### config.mk
export PLATFORM = sky130hd
export DESIGN_NAME = mscap_engine
export DESIGN_NICKNAME = d
export VERILOG_FILES = /design/src/rtl/cap_pkg.sv /design/src/rtl/cap_cfg_latch.sv /design/src/rtl/cap_trigger.sv /design/src/rtl/cap_interval.sv /design/src/rtl/cap_seq.sv /design/src/rtl/mscap_engine.sv
export SDC_FILE = /design/constraint.sdc
export NUM_CORES = 1
export LEC_CHECK = 0
export CAP_MARGIN = 20
export CORE_ASPECT_RATIO = 0.8
export CORE_UTILIZATION = 46
export CTS_BUF_LIST = sky130_fd_sc_hd__clkbuf_8
export CTS_CLUSTER_DIAMETER = 120
export DETAILED_ROUTE_END_ITERATION = 8
export GPL_ROUTABILITY_DRIVEN = 0
export PLACE_DENSITY_LB_ADDON = 0.1
export RECOVER_POWER = 25
export SYNTH_ARGS = -nofsm -noshare
export SYNTH_HDL_FRONTEND = slang
export SYNTH_SLANG_ARGS = --single-unit
### constraint.sdc
create_clock -name clk -period 6.09 [get_ports clk]
set_input_delay 0.9135 -clock clk [delete_from_list [all_inputs] [get_ports clk]]
set_output_delay 0.9135 -clock clk [all_outputs]
set_load 0.005 [all_outputs]
### src/rtl/cap_pkg.sv
`timescale 1ns/1ps
package cap_pkg;

    typedef enum logic [1:0] {
        ST_IDLE   = 2'd0,
        ST_SAMPLE = 2'd1,
        ST_GAP    = 2'd2,
        ST_DONE   = 2'd3
    } cap_state_t;

    typedef enum logic {
        SRC_PIN   = 1'b0,
        SRC_LEVEL = 1'b1
    } trig_src_t;

endpackage

### src/rtl/cap_cfg_latch.sv
`timescale 1ns/1ps
module cap_cfg_latch
    import cap_pkg::*;
#(
    parameter int PIN_W    = 6,
    parameter int LVL_W    = 8,
    parameter int WAIT_W   = 8,
    parameter int DEF_ARM  = 8'h70,
    parameter int DEF_FIRE = 8'h90
) (
    input  logic              clk,
    input  logic              rst_n,
    input  logic              load,
    input  logic              src_i,
    input  logic [PIN_W-1:0]  pin_i,
    input  logic              pol_i,
    input  logic [LVL_W-1:0]  arm_i,
    input  logic [LVL_W-1:0]  fire_i,
    input  logic [WAIT_W-1:0] wait_i,
    output trig_src_t         src_q,
    output logic [PIN_W-1:0]  pin_q,
    output logic              pol_q,
    output logic [LVL_W-1:0]  arm_q,
    output logic [LVL_W-1:0]  fire_q,
    output logic [WAIT_W-1:0] wait_q
);

    // Configuration snapshot taken on the start edge
    always_ff @(posedge clk or negedge rst_n) begin
        if (!rst_n) begin
            src_q  <= SRC_PIN;
            pin_q  <= '0;
            pol_q  <= 1'b1;
            arm_q  <= LVL_W'(DEF_ARM);
            fire_q <= LVL_W'(DEF_FIRE);
            wait_q <= '0;
        end else if (load) begin
            src_q  <= trig_src_t'(src_i);
            pin_q  <= pin_i;
            pol_q  <= pol_i;
            arm_q  <= arm_i;
            fire_q <= fire_i;
            wait_q <= wait_i;
        end
    end

endmodule

### src/rtl/cap_trigger.sv
`timescale 1ns/1ps
module cap_trigger
    import cap_pkg::*;
#(
    parameter int DIG_W    = 32,
    parameter int LVL_W    = 8,
    parameter int PIN_W    = 6,
    parameter int CMP_DROP = 2
) (
    input  logic             clk,
    input  logic             rst_n,
    input  logic             clear,
    input  logic             sample,
    input  logic             active,
    input  trig_src_t        src,
    input  logic [PIN_W-1:0] pin,
    input  logic             pol,
    input  logic [LVL_W-1:0] arm_lvl,
    input  logic [LVL_W-1:0] fire_lvl,
    input  logic [DIG_W-1:0] dig_a,
    input  logic [DIG_W-1:0] dig_b,
    input  logic [LVL_W-1:0] level,
    output logic             hit
);

    localparam int             LINES    = 2 * DIG_W;
    localparam logic [LVL_W-1:0] LOW_ONES = LVL_W'((1 << CMP_DROP) - 1);
    localparam logic [LVL_W-1:0] CMP_MASK = ~LOW_ONES;

    logic [LINES-1:0] lines;
    logic             line_bit;
    logic [LVL_W-1:0] lvl_m;
    logic [LVL_W-1:0] arm_m;
    logic [LVL_W-1:0] fire_m;
    logic             armed_q;
    logic             below_arm;
    logic             above_fire;

    assign lines    = {dig_b, dig_a};
    assign line_bit = lines[pin];

    // Low code bits are masked out of both level comparisons
    assign lvl_m      = level & CMP_MASK;
    assign arm_m      = arm_lvl & CMP_MASK;
    assign fire_m     = fire_lvl & CMP_MASK;
    assign below_arm  = (lvl_m <= arm_m);
    assign above_fire = (lvl_m >= fire_m);

    always_comb begin
        hit = 1'b0;
        if (sample) begin
            unique case (src)
                SRC_PIN:   hit = (line_bit == pol);
                SRC_LEVEL: hit = armed_q && above_fire;
            endcase
        end
    end

    // Arming: must see the low side before the high side can fire
    always_ff @(posedge clk or negedge rst_n) begin
        if (!rst_n) begin
            armed_q <= 1'b0;
        end else if (clear) begin
            armed_q <= 1'b0;
        end else if (sample && active && (src == SRC_LEVEL) && !armed_q && below_arm) begin
            armed_q <= 1'b1;
        end
    end

endmodule

### src/rtl/cap_interval.sv
`timescale 1ns/1ps
module cap_interval #(
    parameter int BASE_PERIOD = 24,
    parameter int WAIT_W      = 8
) (
    input  logic              clk,
    input  logic              rst_n,
    input  logic              load,
    input  logic              tick,
    input  logic [WAIT_W-1:0] wait_i,
    output logic              expired
);

    localparam int TIMER_W = $clog2(BASE_PERIOD + (1 << WAIT_W)) + 1;
    // The sample cycle itself is one clock of the period, and the gap
    // ends on the cycle where the count reads zero.
    localparam logic [TIMER_W-1:0] GAP_BASE = TIMER_W'(BASE_PERIOD - 2);

    logic [TIMER_W-1:0] cnt_q;

    always_ff @(posedge clk or negedge rst_n) begin
        if (!rst_n) begin
            cnt_q <= '0;
        end else if (load) begin
            cnt_q <= GAP_BASE + TIMER_W'(wait_i);
        end else if (tick && (cnt_q != '0)) begin
            cnt_q <= cnt_q - 1'b1;
        end
    end

    assign expired = (cnt_q == '0);

endmodule

### src/rtl/cap_seq.sv
`timescale 1ns/1ps
module cap_seq
    import cap_pkg::*;
#(
    parameter int ADDR_W = 10,
    parameter int CNT_W  = 8
) (
    input  logic              clk,
    input  logic              rst_n,
    input  logic              start,
    input  logic              hit,
    input  logic              gap_done,
    input  logic [CNT_W-1:0]  post_len,
    output logic              sample,
    output logic              gap,
    output logic [ADDR_W-1:0] wr_ptr,
    output logic              done,
    output logic              triggered,
    output logic [ADDR_W-1:0] trig_addr
);

    cap_state_t        state_q, state_d;
    logic [ADDR_W-1:0] ptr_q;
    logic [CNT_W-1:0]  rem_q;
    logic              trig_q;
    logic [ADDR_W-1:0] taddr_q;
    logic              trig_now;
    logic              finish;

    assign trig_now = trig_q | hit;
    assign finish   = trig_now && (rem_q == '0);

    // State register
    always_ff @(posedge clk or negedge rst_n) begin
        if (!rst_n) state_q <= ST_IDLE;
        else        state_q <= state_d;
    end

    // Transitions: start, continue, finish, next point
    always_comb begin
        state_d = state_q;
        unique case (state_q)
            ST_IDLE: begin
                if (start) state_d = ST_SAMPLE;
            end
            ST_SAMPLE: begin
                if (start)       state_d = ST_SAMPLE;
                else if (finish) state_d = ST_DONE;
                else             state_d = ST_GAP;
            end
            ST_GAP: begin
                if (start || gap_done) state_d = ST_SAMPLE;
            end
            ST_DONE: begin
                if (start) state_d = ST_SAMPLE;
            end
        endcase
    end

    // Outputs decoded from the state
    always_comb begin
        sample = 1'b0;
        gap    = 1'b0;
        done   = 1'b0;
        unique case (state_q)
            ST_IDLE:   ;
            ST_SAMPLE: sample = 1'b1;
            ST_GAP:    gap    = 1'b1;
            ST_DONE:   done   = 1'b1;
        endcase
    end

    // Pointer, trigger record and post-trigger countdown
    always_ff @(posedge clk or negedge rst_n) begin
        if (!rst_n) begin
            ptr_q   <= '0;
            rem_q   <= '0;
            trig_q  <= 1'b0;
            taddr_q <= '0;
        end else if (start) begin
            ptr_q   <= '0;
            rem_q   <= post_len;
            trig_q  <= 1'b0;
            taddr_q <= '0;
        end else if (state_q == ST_SAMPLE) begin
            ptr_q <= ptr_q + 1'b1;
            if (!trig_q && hit) begin
                trig_q  <= 1'b1;
                taddr_q <= ptr_q;
            end
            if (trig_now && (rem_q != '0)) begin
                rem_q <= rem_q - 1'b1;
            end
        end
    end

    assign wr_ptr    = ptr_q;
    assign triggered = trig_q;
    assign trig_addr = taddr_q;

endmodule

### src/rtl/mscap_engine.sv
`timescale 1ns/1ps
module mscap_engine
    import cap_pkg::*;
#(
    parameter int ADDR_W      = 10,
    parameter int DIG_W       = 32,
    parameter int LVL_W       = 8,
    parameter int CNT_W       = 8,
    parameter int WAIT_W      = 8,
    parameter int BASE_PERIOD = 24,
    parameter int CMP_DROP    = 2,
    parameter int DEF_ARM     = 8'h70,
    parameter int DEF_FIRE    = 8'h90,
    localparam int PIN_W      = $clog2(2 * DIG_W),
    localparam int REC_W      = 2 * DIG_W + 2 * LVL_W
) (
    input  logic              clk,
    input  logic              rst_n,
    input  logic              start,
    input  logic              trig_src,
    input  logic [PIN_W-1:0]  trig_pin,
    input  logic              trig_pol,
    input  logic [LVL_W-1:0]  arm_level,
    input  logic [LVL_W-1:0]  fire_level,
    input  logic [CNT_W-1:0]  post_len,
    input  logic [WAIT_W-1:0] extra_wait,
    input  logic [DIG_W-1:0]  port_a,
    input  logic [DIG_W-1:0]  port_b,
    input  logic [LVL_W-1:0]  chan0,
    input  logic [LVL_W-1:0]  chan1,
    output logic              mem_we,
    output logic [ADDR_W-1:0] mem_addr,
    output logic [REC_W-1:0]  mem_wdata,
    output logic              done,
    output logic              triggered,
    output logic [ADDR_W-1:0] trig_addr
);

    trig_src_t         src_q;
    logic [PIN_W-1:0]  pin_q;
    logic              pol_q;
    logic [LVL_W-1:0]  arm_q;
    logic [LVL_W-1:0]  fire_q;
    logic [WAIT_W-1:0] wait_q;
    logic              sample;
    logic              gap;
    logic              hit;
    logic              gap_done;

    cap_cfg_latch #(
        .PIN_W    (PIN_W),
        .LVL_W    (LVL_W),
        .WAIT_W   (WAIT_W),
        .DEF_ARM  (DEF_ARM),
        .DEF_FIRE (DEF_FIRE)
    ) cfg_i (
        .clk    (clk),
        .rst_n  (rst_n),
        .load   (start),
        .src_i  (trig_src),
        .pin_i  (trig_pin),
        .pol_i  (trig_pol),
        .arm_i  (arm_level),
        .fire_i (fire_level),
        .wait_i (extra_wait),
        .src_q  (src_q),
        .pin_q  (pin_q),
        .pol_q  (pol_q),
        .arm_q  (arm_q),
        .fire_q (fire_q),
        .wait_q (wait_q)
    );

    cap_trigger #(
        .DIG_W    (DIG_W),
        .LVL_W    (LVL_W),
        .PIN_W    (PIN_W),
        .CMP_DROP (CMP_DROP)
    ) trig_i (
        .clk      (clk),
        .rst_n    (rst_n),
        .clear    (start),
        .sample   (sample),
        .active   (!triggered),
        .src      (src_q),
        .pin      (pin_q),
        .pol      (pol_q),
        .arm_lvl  (arm_q),
        .fire_lvl (fire_q),
        .dig_a    (port_a),
        .dig_b    (port_b),
        .level    (chan0),
        .hit      (hit)
    );

    cap_interval #(
        .BASE_PERIOD (BASE_PERIOD),
        .WAIT_W      (WAIT_W)
    ) ivl_i (
        .clk     (clk),
        .rst_n   (rst_n),
        .load    (sample),
        .tick    (gap),
        .wait_i  (wait_q),
        .expired (gap_done)
    );

    cap_seq #(
        .ADDR_W (ADDR_W),
        .CNT_W  (CNT_W)
    ) seq_i (
        .clk       (clk),
        .rst_n     (rst_n),
        .start     (start),
        .hit       (hit),
        .gap_done  (gap_done),
        .post_len  (post_len),
        .sample    (sample),
        .gap       (gap),
        .wr_ptr    (mem_addr),
        .done      (done),
        .triggered (triggered),
        .trig_addr (trig_addr)
    );

    assign mem_we    = sample;
    assign mem_wdata = {port_b, port_a, chan1, chan0};

endmodule

==> run metrics <==
Commonest cells post-synth 81 x buf_4, 64 x dfrtp_1, 40 x o21ai_0; worst min path class register to register; sequential fraction of the synthesis area 36.5%; RSZ-0062 raised after global routing no; Worst Min Path Start cfg_i.wait_q[1]; largest net degree at the start of global routing between 70 and 80; violated checks max-capacitance violations, max-slew violations; Top Ports 226; Starting Density 47.2%; power per standard cell area 245 nW/um^2; drt total wl 11,700 um; Final Cycle Share 65.5%; worst reg2reg path depth 8; initial antenna violation count 0; critical path, cell by cell clkbuf_1; Mapped Cells 496; Layout Utilization 63.6%; Mapped Avg Cell Area 9.71 sq um; max cap viols 1; dpl hpwl about 9000 um; top-count cell post-synth buf_4; Crit Reg-Reg Startpoint cfg_i.pin_q[0]; CTS root buffer clkbuf_8; CP startpoint rst_n; Fmax achieved 251 MHz; postcts setup bufs 0; Final setup viols 0; largest delay contributor family on the critical path buffers and inverters; crit path DAT 3570 ps; Worst Path Max Fanout 70; vias in the first global route 3,858; post-cts resize count 0; share of layout cells above drive strength 1 9.00%; H-tree Lvls 3; VDD IR max about 0.00011 V; Antenna diodes 0; CTS buffer count 9; Layout area overhead 34.6%; die width 116 um; DRT iter0 DRCs 224; Mapped Area 4810 sq um; Post-DRT Antenna Nets 0; min cycle time layout 3990 ps; gr ovfl total 0; TritonCTS clock tree built; fin worst setup slack 2100 ps; Critical Path Sink cfg_i.fire_q[6]; syn nets between 600 and 700; die area 10,900 sq um; final hold violations 0; FP Rows 33; Fillers a little under 900; critical path class input port to asynchronous set/reset pin; DRC violation count after routing 0; R2R Setup Slk 2280 ps; Yosys top cell area share 33.3%; global-route wire length before repair 19,000 um; gr usage total 22.6%; Worst Tran Pin Value 3780 ps; setup TNS 0 ps; nets@finish between 700 and 800; main area contributors after synthesis dfrtp_1 33%, buf_4 13%, ha_1 5.5%; FF-to-FF End seq_i.rem_q[1]; clk buf depth 2; Cell variety after synth 46; PortBufs 201; Synth Flop Type dfrtp_1; Final Skew between 7 and 8 ps; Clock Latency Late Sink 340 ps; crit end category asynchronous set/reset pin; Crit. path cell count 1; startpoint types input port; Post-Place Worst Slack 1990 ps; Async SR Flop Fraction 100%; CTS sink count 70; leakage power figure approximately 2.6 nW; outcome finished, violations left; CP max-delay cell clkbuf_1; Worst path max stage delay 2600 ps; Post-synth EDFFs 0; Slew Limit Fails 71; slew margin rel. -152%; Clk pin slew, worst setup/hold paths roughly 80 ps; buffers plus inverters on the worst setup path 1; iteration count of the initial detailed-routing pass 4; Placeable Area 10,200 sq um; Synth area leader dfrtp_1; CTS Hold Bufs 0; die height slightly above 90 um; Yosys Warn Count 0; Routed WL per cell 15.5 um; post-DR vias/cell 5.12; DR vias 3,848; Worst EP required 5670 ps; post-synthesis register bit count 70
-- layout make-up --
type	instances	area, sq um	area share (%)
Clock buffer	11	151	2.34
Clock inverter	5	57.6	0.888
Inverter	28	105	1.62
Multi-Input combinational cell	295	2230	34.3
Sequential cell	70	1760	27.1
Tap cell	140	175	2.70
Timing Repair Buffer	202	2010	31.0
-- per-stage QoR --
stage | area (sq um) | std cells | power (W) | hold WS [ps]
after floorplan | 4810 | 496 | 0.00100 | 444
after global placement | 6280 | 735 | 0.00119 | 472
after detailed placement | 6280 | 735 | 0.00121 | 475
after CTS | 6490 | 751 | 0.00160 | 489
after global routing | 6480 | 751 | 0.00170 | 504
final | 6480 | 751 | 0.00159 | 477
-- state kept, by name, summed over array words and instances (netlist names), 2 cells and up --
register / flops
seq_i.wr_ptr: 10
cfg_i.fire_q: 6
ivl_i.cnt_q: 10
seq_i.trig_addr: 10
cfg_i.wait_q: 8
seq_i.rem_q: 8
seq_i.state_q: 2
cfg_i.arm_q: 6
cfg_i.pin_q: 6
-- per-layer routing --
| metal | wire length (um) | track usage, % | part of all wire (%) |
|---|---|---|---|
| met3 | 550 | 5.38 | 4.7 |
| met2 | 5600 | 35.7 | 48 |
| met5 | 0 | 0 | 0 |
| met1 | 5410 | 31.1 | 46 |
| met4 | 101 | 5.34 | 0.87 |
-- cell usage in the layout, fill, tap and decap left out, types with 4 or more instances in the layout --
cell | synthesis | routed
dfrtp_1 | 64 | 64
nor3_1 | 6 | 6
or4_1 | 8 | 8
nand2_1 | 39 | 39
mux4_1 | 5 | 5
nor2b_1 | 4 | 4
o31ai_1 | 7 | 7
mux2_2 | 13 | 13
o21a_1 | 4 | 4
clkdlybuf4s50_1 | 0 | 199
mux2i_1 | 9 | 9
or3_1 | 7 | 7
inv_1 | 28 | 28
a31oi_1 | 8 | 8
mux4_2 | 11 | 11
dfstp_2 | 6 | 6
o21ai_0 | 40 | 40
nand4_1 | 4 | 4
xor2_1 | 9 | 9
ha_1 | 21 | 21
xnor2_1 | 11 | 11
nor2_1 | 28 | 28
nand3_1 | 13 | 13
clkbuf_8 | 0 | 11
a21oi_1 | 19 | 19
-- worst min-delay path by stage --
stage | to | depth (start not counted)
3_5_place_dp | ivl_i.cnt_q[0] | 2
2_1_floorplan | ivl_i.cnt_q[1] | 1
5_1_grt | ivl_i.cnt_q[1] | 1
3_3_place_gp | ivl_i.cnt_q[1] | 1
6_report | ivl_i.cnt_q[1] | 1
4_1_cts | ivl_i.cnt_q[1] | 1
-- power breakdown --
part	switching [W]	internal (W)	total, W
logic	0.000282	0.000295	0.000576
registers	0.0000834	0.000541	0.000624
clock network	0.000177	0.000211	0.000387
-- cells by family after synthesis --
| kind of cell | share of synthesized area (%) |
|---|---|
| AND/OR/NAND/NOR | 12.3 |
| XOR/XNOR | 3.64 |
| flip-flops | 36.5 |
| buffers and inverters | 17.2 |
| AO/OA/AOI/OAI | 12.1 |
| multiplexers | 12.8 |
| adder cells (fa/ha/maj) | 5.46 |
(Power assumes the default switching activity.)
